--- config.mk ---
export PLATFORM = sky130hd
export DESIGN_NAME = lft_frame_tx
export DESIGN_NICKNAME = d
export VERILOG_FILES = /design/src/rtl/lft_pkg.sv /design/src/rtl/lft_lt_enc.sv /design/src/rtl/lft_crc_acc.sv /design/src/rtl/lft_piso.sv /design/src/rtl/lft_frame_tx.sv
export SDC_FILE = /design/constraint.sdc
export NUM_CORES = 1
export LEC_CHECK = 0
export ABC_AREA = 0
export BUFFER_PORTS_ARGS = -buffer_cell sky130_fd_sc_hd__buf_4
export CORE_ASPECT_RATIO = 1.75
export CORE_MARGIN = 4
export CORE_UTILIZATION = 59
export CTS_CLUSTER_DIAMETER = 100
export DETAILED_ROUTE_END_ITERATION = 10
export PLACE_DENSITY = 0.89
export SETUP_SLACK_MARGIN = 0.4
export SLEW_MARGIN = 20
export SYNTH_ARGS = -nofsm -noshare
export SYNTH_HDL_FRONTEND = slang
export SYNTH_SLANG_ARGS = --single-unit
--- constraint.sdc ---
create_clock -name clk_i -period 2.6 [get_ports clk_i]
set_input_delay 0.52 -clock clk_i [delete_from_list [all_inputs] [get_ports clk_i]]
set_output_delay 0.52 -clock clk_i [all_outputs]
set_load 0.02 [all_outputs]
--- src/rtl/lft_pkg.sv ---
package lft_pkg;
  // field currently held in the shifter; F_END only appears as a next-field decision
  typedef enum logic [2:0] {F_IDLE, F_HDR, F_LT, F_LBL, F_PAY, F_CRC, F_END} fld_e;
endpackage

--- src/rtl/lft_lt_enc.sv ---
module lft_lt_enc (
  input  logic [3:0] info_i,
  output logic [7:0] code_o
);
  logic d3, d2, d1, d0, p1, p2, p4, p0;
  logic [6:0] cw;

  always_comb begin
    {d3, d2, d1, d0} = info_i;
    p1 = d3 ^ d2 ^ d0;
    p2 = d3 ^ d1 ^ d0;
    p4 = d2 ^ d1 ^ d0;
    cw = {p1, p2, d3, p4, d2, d1, d0};
    p0 = ^cw;
    code_o = {cw, p0};
  end
endmodule

--- src/rtl/lft_crc_acc.sv ---
module lft_crc_acc #(
  parameter int unsigned W    = 16,
  parameter logic [W-1:0] POLY = 16'h1021,
  parameter logic [W-1:0] INIT = 16'hFFFF
) (
  input  logic         clk_i,
  input  logic         rst_ni,
  input  logic         clr_i,
  input  logic         upd_i,
  input  logic [W-1:0] data_i,
  output logic [W-1:0] crc_o
);
  logic [W-1:0] crc_q, crc_d;

  // whole word folded in one cycle, MSB first
  always_comb begin
    crc_d = crc_q;
    for (int i = W - 1; i >= 0; i--) begin
      if (crc_d[W-1] ^ data_i[i]) crc_d = {crc_d[W-2:0], 1'b0} ^ POLY;
      else                        crc_d = {crc_d[W-2:0], 1'b0};
    end
  end

  always_ff @(posedge clk_i or negedge rst_ni) begin
    if (!rst_ni)    crc_q <= INIT;
    else if (clr_i) crc_q <= INIT;
    else if (upd_i) crc_q <= crc_d;
  end

  assign crc_o = crc_q;
endmodule

--- src/rtl/lft_piso.sv ---
module lft_piso #(
  parameter int unsigned W     = 16,
  parameter int unsigned CNT_W = $clog2(W + 1)
) (
  input  logic             clk_i,
  input  logic             rst_ni,
  input  logic             load_i,
  input  logic [W-1:0]     data_i,   // left aligned
  input  logic [CNT_W-1:0] len_i,
  input  logic             shift_i,
  output logic             bit_o,
  output logic [CNT_W-1:0] cnt_o
);
  logic [W-1:0]     sh_q;
  logic [CNT_W-1:0] cnt_q;

  always_ff @(posedge clk_i or negedge rst_ni) begin
    if (!rst_ni) begin
      sh_q  <= '0;
      cnt_q <= '0;
    end else if (load_i) begin
      sh_q  <= data_i;
      cnt_q <= len_i;
    end else if (shift_i) begin
      sh_q  <= {sh_q[W-2:0], 1'b0};
      cnt_q <= cnt_q - CNT_W'(1);
    end
  end

  assign bit_o = sh_q[W-1];
  assign cnt_o = cnt_q;
endmodule

--- src/rtl/lft_frame_tx.sv ---
module lft_frame_tx
  import lft_pkg::*;
#(
  parameter int unsigned  WORD_W   = 16,
  parameter int unsigned  LEN_W    = 3,
  parameter int unsigned  HDR_W    = 6,
  parameter logic [HDR_W-1:0]  HDR_CODE = 6'b101100,
  parameter logic [WORD_W-1:0] CRC_POLY = 16'h1021,
  parameter logic [WORD_W-1:0] CRC_INIT = 16'hFFFF
) (
  input  logic              clk_i,
  input  logic              rst_ni,
  input  logic              req_valid_i,
  output logic              req_ready_o,
  input  logic [LEN_W-1:0]  req_len_i,
  input  logic              req_lbl_en_i,
  input  logic [WORD_W-1:0] req_lbl_i,
  input  logic              req_crc_en_i,
  input  logic              pay_valid_i,
  output logic              pay_ready_o,
  input  logic [WORD_W-1:0] pay_data_i,
  output logic              ser_valid_o,
  output logic              ser_bit_o,
  output logic              ser_sof_o,
  input  logic              ser_ready_i
);
  localparam int unsigned CNT_W  = $clog2(WORD_W + 1);
  localparam int unsigned INFO_W = LEN_W + 1;   // encoder is 4-in/8-out
  localparam int unsigned LT_W   = 2 * INFO_W;

  fld_e              fld_q, nxt, tail, load_fld;
  logic [LEN_W-1:0]  len_q, left_q;
  logic              lbl_en_q, crc_en_q;
  logic [WORD_W-1:0] lbl_q, crc_val, load_data;
  logic [CNT_W-1:0]  cnt, load_len;
  logic [LT_W-1:0]   lt_code;
  logic              busy, fire, slot, accept, load_go, shift, pay_take;

  lft_lt_enc u_lt_enc (
    .info_i (INFO_W'({lbl_en_q, len_q})),
    .code_o (lt_code)
  );

  lft_crc_acc #(.W(WORD_W), .POLY(CRC_POLY), .INIT(CRC_INIT)) u_crc (
    .clk_i  (clk_i),
    .rst_ni (rst_ni),
    .clr_i  (accept),
    .upd_i  (pay_take),
    .data_i (pay_data_i),
    .crc_o  (crc_val)
  );

  lft_piso #(.W(WORD_W), .CNT_W(CNT_W)) u_piso (
    .clk_i  (clk_i),
    .rst_ni (rst_ni),
    .load_i (load_go),
    .data_i (load_data),
    .len_i  (load_len),
    .shift_i(shift),
    .bit_o  (ser_bit_o),
    .cnt_o  (cnt)
  );

  assign busy        = (fld_q != F_IDLE);
  assign ser_valid_o = (cnt != '0);
  assign fire        = ser_valid_o && ser_ready_i;
  // next field may be loaded when the shifter is empty or its last bit leaves now
  assign slot        = busy && ((cnt == '0) || ((cnt == CNT_W'(1)) && fire));
  assign req_ready_o = !busy;
  assign accept      = req_valid_i && req_ready_o;

  always_comb begin
    tail = (left_q != '0) ? F_PAY : (crc_en_q ? F_CRC : F_END);
    unique case (fld_q)
      F_HDR:        nxt = F_LT;
      F_LT:         nxt = lbl_en_q ? F_LBL : tail;
      F_LBL, F_PAY: nxt = tail;
      F_CRC:        nxt = F_END;
      default:      nxt = F_END;
    endcase
  end

  assign pay_ready_o = slot && (nxt == F_PAY);
  assign pay_take    = pay_ready_o && pay_valid_i;
  assign load_go     = accept || (slot && (nxt != F_END) && ((nxt != F_PAY) || pay_valid_i));
  assign shift       = fire && !load_go;
  assign load_fld    = accept ? F_HDR : nxt;

  always_comb begin
    load_data = '0;
    load_len  = '0;
    unique case (load_fld)
      F_HDR: begin
        load_data = {HDR_CODE, {(WORD_W - HDR_W){1'b0}}};
        load_len  = CNT_W'(HDR_W);
      end
      F_LT: begin
        load_data = {lt_code, {(WORD_W - LT_W){1'b0}}};
        load_len  = CNT_W'(LT_W);
      end
      F_LBL: begin
        load_data = lbl_q;
        load_len  = CNT_W'(WORD_W);
      end
      F_PAY: begin
        load_data = pay_data_i;
        load_len  = CNT_W'(WORD_W);
      end
      F_CRC: begin
        load_data = crc_val;
        load_len  = CNT_W'(WORD_W);
      end
      default: ;
    endcase
  end

  always_ff @(posedge clk_i or negedge rst_ni) begin
    if (!rst_ni) begin
      fld_q    <= F_IDLE;
      len_q    <= '0;
      left_q   <= '0;
      lbl_en_q <= 1'b0;
      crc_en_q <= 1'b0;
      lbl_q    <= '0;
    end else if (accept) begin
      fld_q    <= F_HDR;
      len_q    <= req_len_i;
      left_q   <= req_len_i;
      lbl_en_q <= req_lbl_en_i;
      crc_en_q <= req_crc_en_i;
      lbl_q    <= req_lbl_i;
    end else if (slot) begin
      if (nxt == F_END) begin
        fld_q <= F_IDLE;
      end else if (load_go) begin
        fld_q <= nxt;
        if (nxt == F_PAY) left_q <= left_q - LEN_W'(1);
      end
    end
  end

  assign ser_sof_o = ser_valid_o && (fld_q == F_HDR) && (cnt == CNT_W'(HDR_W));
endmodule

# Word-level counts from Yosys, hierarchy flattened
# Cells that the tools add are included.
# Widths: inputs -> output; s select.
[classes]
muxes = 38
reduce_logical = 31
eq_ne = 16
n_bitwise = 38
addsub = 2
[ops]
columns = ["op", "n"]
rows = [
  ["$mux 13", 16],
  ["$pmux 16 s5", 1],
  ["$mux 16", 4],
  ["$not 3->3", 16],
  ["$mux 3", 11],
  ["$xor 1x1->1", 22],
  ["$eq 3x3->1 const B", 5],
  ["$pmux 5 s3", 1],
  ["$eq 3x2->1 const B", 4],
  ["$logic_and 1x1->1", 11],
  ["$mux 5", 2],
  ["$reduce_bool 2->1", 5],
  ["$pmux 3 s3", 1],
  ["$reduce_bool 3->1", 3],
  ["$reduce_xor 7->1", 1],
  ["$eq 3x1->1 const B", 2],
  ["$ne 3x3->1 const B", 2],
  ["$eq 5x1->1 const B", 1],
  ["$eq 5x3->1 const B", 1],
  ["$logic_not 5->1", 1],
  ["$reduce_bool 5->1", 1],
  ["$sub 5x1->5 const B", 1],
  ["$mux 2", 2],
  ["$reduce_and 4->1", 1],
  ["7 further kinds", 10],
]
[word_totals]
ff_bits = 64
elab_cells = 134
input_bits = 42
out_inout_bits = 5

# Longest topological paths before layout
[logic_depth]
ltp_word = 34
depth_mapped = 10

# Modules after synthesis
# From an unflattened synthesis, not the netlist that was laid out.
[hier_totals]
cells_unflattened = 421
area_unflattened_um2 = 4102.7
[by_module_without_submodules]
columns = ["mod", "n_inst", "seq_area_each_um2", "area_each_um2", "cells_each"]
rows = [
  ["lft_frame_tx", 1, 675.6, 1665.3, 200],
  ["lft_crc_acc", 1, 420.4, 1266.2, 112],
  ["lft_piso", 1, 525.5, 1008.5, 97],
  ["lft_lt_enc", 1, 0.0, 162.7, 12],
]

# Worst setup path before layout
# No wires, ideal clock.
[synth_path]
path_type = "flip-flop to flip-flop"
startpoint = "reg fld_q[0]"
endpoint = "reg u_piso.sh_q[12]"
path_stages_with_launch = 9
arrival_ps = 2237
setup_time_ps = 138
path_buffers = 2
synth_period_minus_slack_ps = 2375
slack_ps = 225
cell_sequence = "dfrtp_1 > buf_2 > nor3_1 > nor3b_1 > o31a_1 > and2_1 > buf_2 > a2111oi_0 > a31oi_1"
[synth_rtl]
columns = ["element", "line_no", "rtl"]
rows = [
  ["start, declared", "lft_frame_tx.sv:31", "fld_e fld_q, nxt, tail, load_fld;"],
  ["start signal, assigned", "lft_frame_tx.sv:136", "fld_q <= nxt;"],
  ["$reduce_bool 3->1 (*)", "lft_frame_tx.sv:64", "assign busy = (fld_q != F_IDLE);"],
  ["$logic_not 1->1 (*)", "lft_frame_tx.sv:69", "assign req_ready_o = !busy;"],
  ["named net req_ready_o", "lft_frame_tx.sv:14", "output logic req_ready_o,"],
  ["$logic_and 1x1->1 (*)", "lft_frame_tx.sv:70", "assign accept = req_valid_i && req_ready_o;"],
  ["$mux 3 / $logic_or 1x1->1 (equally long branches)", "lft_frame_tx.sv:87, lft_frame_tx.sv:85", ""],
  ["$eq 3x3->1 (tied with other cells)", "lft_frame_tx.sv:92", "unique case (load_fld)"],
  ["$pmux 16 s5 / $logic_and 1x1->1 (equally long branches)", "lft_frame_tx.sv:92, lft_frame_tx.sv:86", ""],
  ["$mux 16 / $reduce_bool 2->1 (equally long branches)", "-", ""],
  ["end signal, assigned", "lft_piso.sv:22", "sh_q <= data_i;"],
  ["end signal, assigned", "lft_piso.sv:25", "sh_q <= {sh_q[W-2:0], 1'b0};"],
  ["end, declared", "lft_piso.sv:14", "logic [W-1:0] sh_q;"],
]
# The timed path passes the listed nets; every way through them passes the cells marked *.
# A chain may end at the register's enable or synchronous reset.

# Final worst setup path
[layout_path]
startpoint = "reg u_crc.crc_q[14], in the netlist u_crc.crc_o[14]"
endpoint = "reg u_crc.crc_q[7], in the netlist u_crc.crc_o[7]"
[layout_between]
elab_chain_cells = 12
[layout_lines]
columns = ["element", "line_no", "rtl"]
rows = [
  ["start, declared", "lft_crc_acc.sv:13", "logic [W-1:0] crc_q, crc_d;"],
  ["start signal, assigned", "lft_crc_acc.sv:27", "else if (upd_i) crc_q <= crc_d;"],
  ["$xor 1x1->1", "lft_crc_acc.sv:19", "if (crc_d[W-1] ^ data_i[i]) crc_d = {crc_d[W-2:0], 1'b0} ^ POLY;"],
  ["$mux 13", "lft_crc_acc.sv:19", ""],
  ["$xor 1x1->1", "lft_crc_acc.sv:19", ""],
  ["$mux 13", "lft_crc_acc.sv:19", ""],
  ["$xor 1x1->1", "lft_crc_acc.sv:19", ""],
  ["$mux 13", "lft_crc_acc.sv:19", ""],
  ["$xor 1x1->1", "lft_crc_acc.sv:19", ""],
  ["$mux 13 (3 in a row)", "lft_crc_acc.sv:19", ""],
  ["$mux 16", "lft_crc_acc.sv:27", ""],
  ["$mux 16", "lft_crc_acc.sv:26", "else if (clr_i) crc_q <= INIT;"],
]
# No other way between the ends. The select of a mux whose other input is x is not followed.

==> out/results.md <==
## Synth
* **Post-synth EDFFs** 0
* **Most used DFF post-synth** sky130_fd_sc_hd__dfrtp_1
* **number of unique standard cell types used by synthesis** 51
* **Yosys reg bits** 64
* **dominant cells by area after synthesis** sky130_fd_sc_hd__dfrtp_1, sky130_fd_sc_hd__dfstp_2, sky130_fd_sc_hd__nand2_1
* **syn avg cell area** 9.390 µm²
* **cell count after synthesis** 420
* **most common cell in the netlist** sky130_fd_sc_hd__nand2_1
* **async set-reset flop share out of synthesis** 1.000
* **yosys warns** 0
* **cell area after synthesis** 3944 µm²
* **share of the synthesized area in the top cell type** 0.3046
* **top cells by instance count after synthesis** sky130_fd_sc_hd__nand2_1, sky130_fd_sc_hd__dfrtp_1, sky130_fd_sc_hd__xnor2_1, sky130_fd_sc_hd__xor2_1
* **Synthesized Nets** 468
* **cell type with the largest total area after synthesis** sky130_fd_sc_hd__dfrtp_1
* **Seq/Total Area, Yosys** 0.4112

## Setup path
* **Arrival @ worst endpoint** 2.49 ns
* **data required time of the critical path** 2.86 ns
* **critical path start-end classification** reg -> reg
* **Worst R2R Start** u_crc.crc_o[14]
* **CP Capture Type** flop
* **crit start category** flop
* **setup slack of the worst register-to-register path** 0.37 ns
* **largest driver fanout on the critical path** 4
* **critical path startpoint** u_crc.crc_o[14]

## Finish
* **total of fill cells in the finished design** 424
* **Total Nets Final** 525
* **antenna fix cells** 0
* **share of layout cells above drive strength 1** 0.2842
* **final standard cell utilization of the core** 0.7618
* **final design instance area without fill** 4981 µm²
* **Area growth syn-to-layout** 26.30%

## STA
* **worst clock skew** 0.006712 ns
* **final count of hold timing violations** 0
* **hold slack** 0.2789 ns
* **RSZ-0062 raised after global routing** true
* **Total Negative Setup Slacks** 0 ns
* **peak clock frequency supported by timing** 449.0 MHz
* **Tightest Pin Transition** 0.8156 ns
* **shortest period the worst path allows** 2.227 ns
* **endpoints failing setup** 0
* **max_slew headroom** 0.4563
* **number of max-slew violations in the final report** 0
* **final critical-path share of the clock period** 0.8566

## Routing
* **routed wire length** 11.31 mm
* **detailed router's first-iteration violation count** 358
* **remaining routing DRC violations** 0
* **Vias per Instance** 6.133
* **via count** 3459
* **detailed-router iteration count before antenna repair** 5
* **Avg WL per Cell** 20.04 µm
* **antenna-violating nets left** 0

## Floorplanning
* **Top Ports** 47
* **area of the die** 8108 µm²
* **Core ar.** 6539 µm²
* **Die Y** 116.2 µm
* **floorplan die width** 69.81 µm
* **Core Rows** 39
* **starting density of the core** 0.6031

## Status
* **run status** finished clean

## Clocking
* **Clk Tree Root Cell** sky130_fd_sc_hd__clkbuf_16
* **Clock Sinks** 64
* **H-tree levels** 3
* **CTS tree** done
* **Reg clk slew, reported paths** 0.05 ns
* **Inserted Clock Buffers** 9
* **Skew-Pair Late Insertion Delay** 0.34 ns
* **clock buffer depth** 2

## Power and ir drop
* **Static Leakage** 2.314 nW
* **Power Density** 1396 nW/µm²
* **total power consumption of the routed design** 6.955 mW
* **Worst VDD drop** 1.224 mV

## GRT
* **global-route wire length before repair** 16.72 mm
* **initial antenna violation count** 0
* **grt total ovfl** 0
* **pin count of the biggest net entering global routing** 65
* **Total GRT Usage** 0.2716
* **number of global-route vias before repair** 3399

## Placement
* **DP Wirelength** 7.329 mm
* **RePlAce Congestion** 0.9084
* **number of port buffers** 46
* **post-placement cell area** 4400 µm²

## Min path
* **Tightest Hold Check Type** in -> async

## Flow run
* **number of maximum-capacitance violations** 0

worst max-delay path: stages (launching register included):
cell and delay (ns):
sky130_fd_sc_hd__dfstp_2 0.61, sky130_fd_sc_hd__xor2_4 0.22, sky130_fd_sc_hd__xnor3_2 0.53, sky130_fd_sc_hd__xnor2_4 0.19
sky130_fd_sc_hd__xnor2_1 0.25, sky130_fd_sc_hd__o21ai_0 0.15, sky130_fd_sc_hd__a21oi_1 0.20
timing repair:
| action | CTS | global route |
|---|---|---|
| hold buffers | 0 | 0 |
| resized for setup | 14 | 23 |
| buffers inserted | 3 | 9 |
| pin swaps | 4 | 7 |
| setup endpoints to repair | 18 | 25 |
logic make-up after synthesis:
family | after synthesis | synth area share
simple gates | 153 | 0.1713
compound gates | 86 | 0.1488
xor+xnor | 64 | 0.1754
flops | 64 | 0.4112
buf+inv | 30 | 0.03077
mux | 17 | 0.04346
fa+ha+maj | 6 | 0.01904
where the power goes:
group	switching, mW	internal (mW)	total [mW]	leakage, nW
logic	2.03	1.71	3.75	1.40
clock network	0.437	0.821	1.26	0.149
registers	0.457	1.50	1.95	0.768
worst paths after layout:
check | depth (start not counted) | endpoint
max in group asynchronous | 1 | fld_q[1]
worst max register to register | 6 | u_crc.crc_o[7]
worst max-delay path | 6 | u_crc.crc_o[7]
worst min-delay path | 1 | lbl_q[3]
worst min register to register | 2 | lbl_q[9]
min in group clk_i | 3 | lbl_q[12]
cell type report:
type	instances	area [µm²]	area share
Timing Repair Buffer	70	561.8	0.1128
Clock inverter	2	37.54	0.007536
Sequential cell	64	1624	0.3260
Clock buffer	14	274.0	0.05501
Tap cell	82	102.6	0.02060
Multi-Input combinational cell	326	2359	0.4735
Inverter	6	22.52	0.004521
through the flow:
| step | setup slack (ns) | instances |
|---|---|---|
| finish | 0.3728 | 564 |
| global placement | 0.3280 | 536 |
| global route | 0.2013 | 564 |
| CTS | 0.3022 | 555 |
| floorplan | 0.4334 | 420 |
| detailed placement | 0.2875 | 536 |
metal layers:
metal / vias up / share of wire / wire, µm / GRT usage
li1: 1569 / - / - / -
met1: 1699 / 0.35 / 4010 / 0.2981
met2: 142 / 0.53 / 5989 / 0.4700
met3: 49 / 0.060 / 680 / 0.06374
met4: 0 / 0.055 / 624 / 0.1752
met5: - / 0 / 0 / 0
registers in the layout (all words and copies together), names as in the netlist:
register	flops
crc_en_q	1
fld_q	3
lbl_en_q	1
lbl_q	16
left_q	3
len_q	3
u_crc.crc_o	16
u_piso.cnt_o	5
u_piso.sh_q	16
cell usage in the layout, fill, tap and decap left out, types with 5 or more instances in the layout:
master and count:
sky130_fd_sc_hd__a211o_1 6, sky130_fd_sc_hd__a222oi_1 8, sky130_fd_sc_hd__nand2_1 96, sky130_fd_sc_hd__xnor2_1 27
sky130_fd_sc_hd__buf_4 65, sky130_fd_sc_hd__a21oi_1 17, sky130_fd_sc_hd__and3_1 6, sky130_fd_sc_hd__xnor2_2 5
sky130_fd_sc_hd__o21ai_0 13, sky130_fd_sc_hd__o21ai_1 7, sky130_fd_sc_hd__xor2_1 22, sky130_fd_sc_hd__nor2_1 16
sky130_fd_sc_hd__dfrtp_1 46, sky130_fd_sc_hd__a31oi_1 8, sky130_fd_sc_hd__dfstp_2 16, sky130_fd_sc_hd__mux2i_1 16
sky130_fd_sc_hd__clkbuf_16 9
Note: power is estimated with default switching activity, not from simulation.
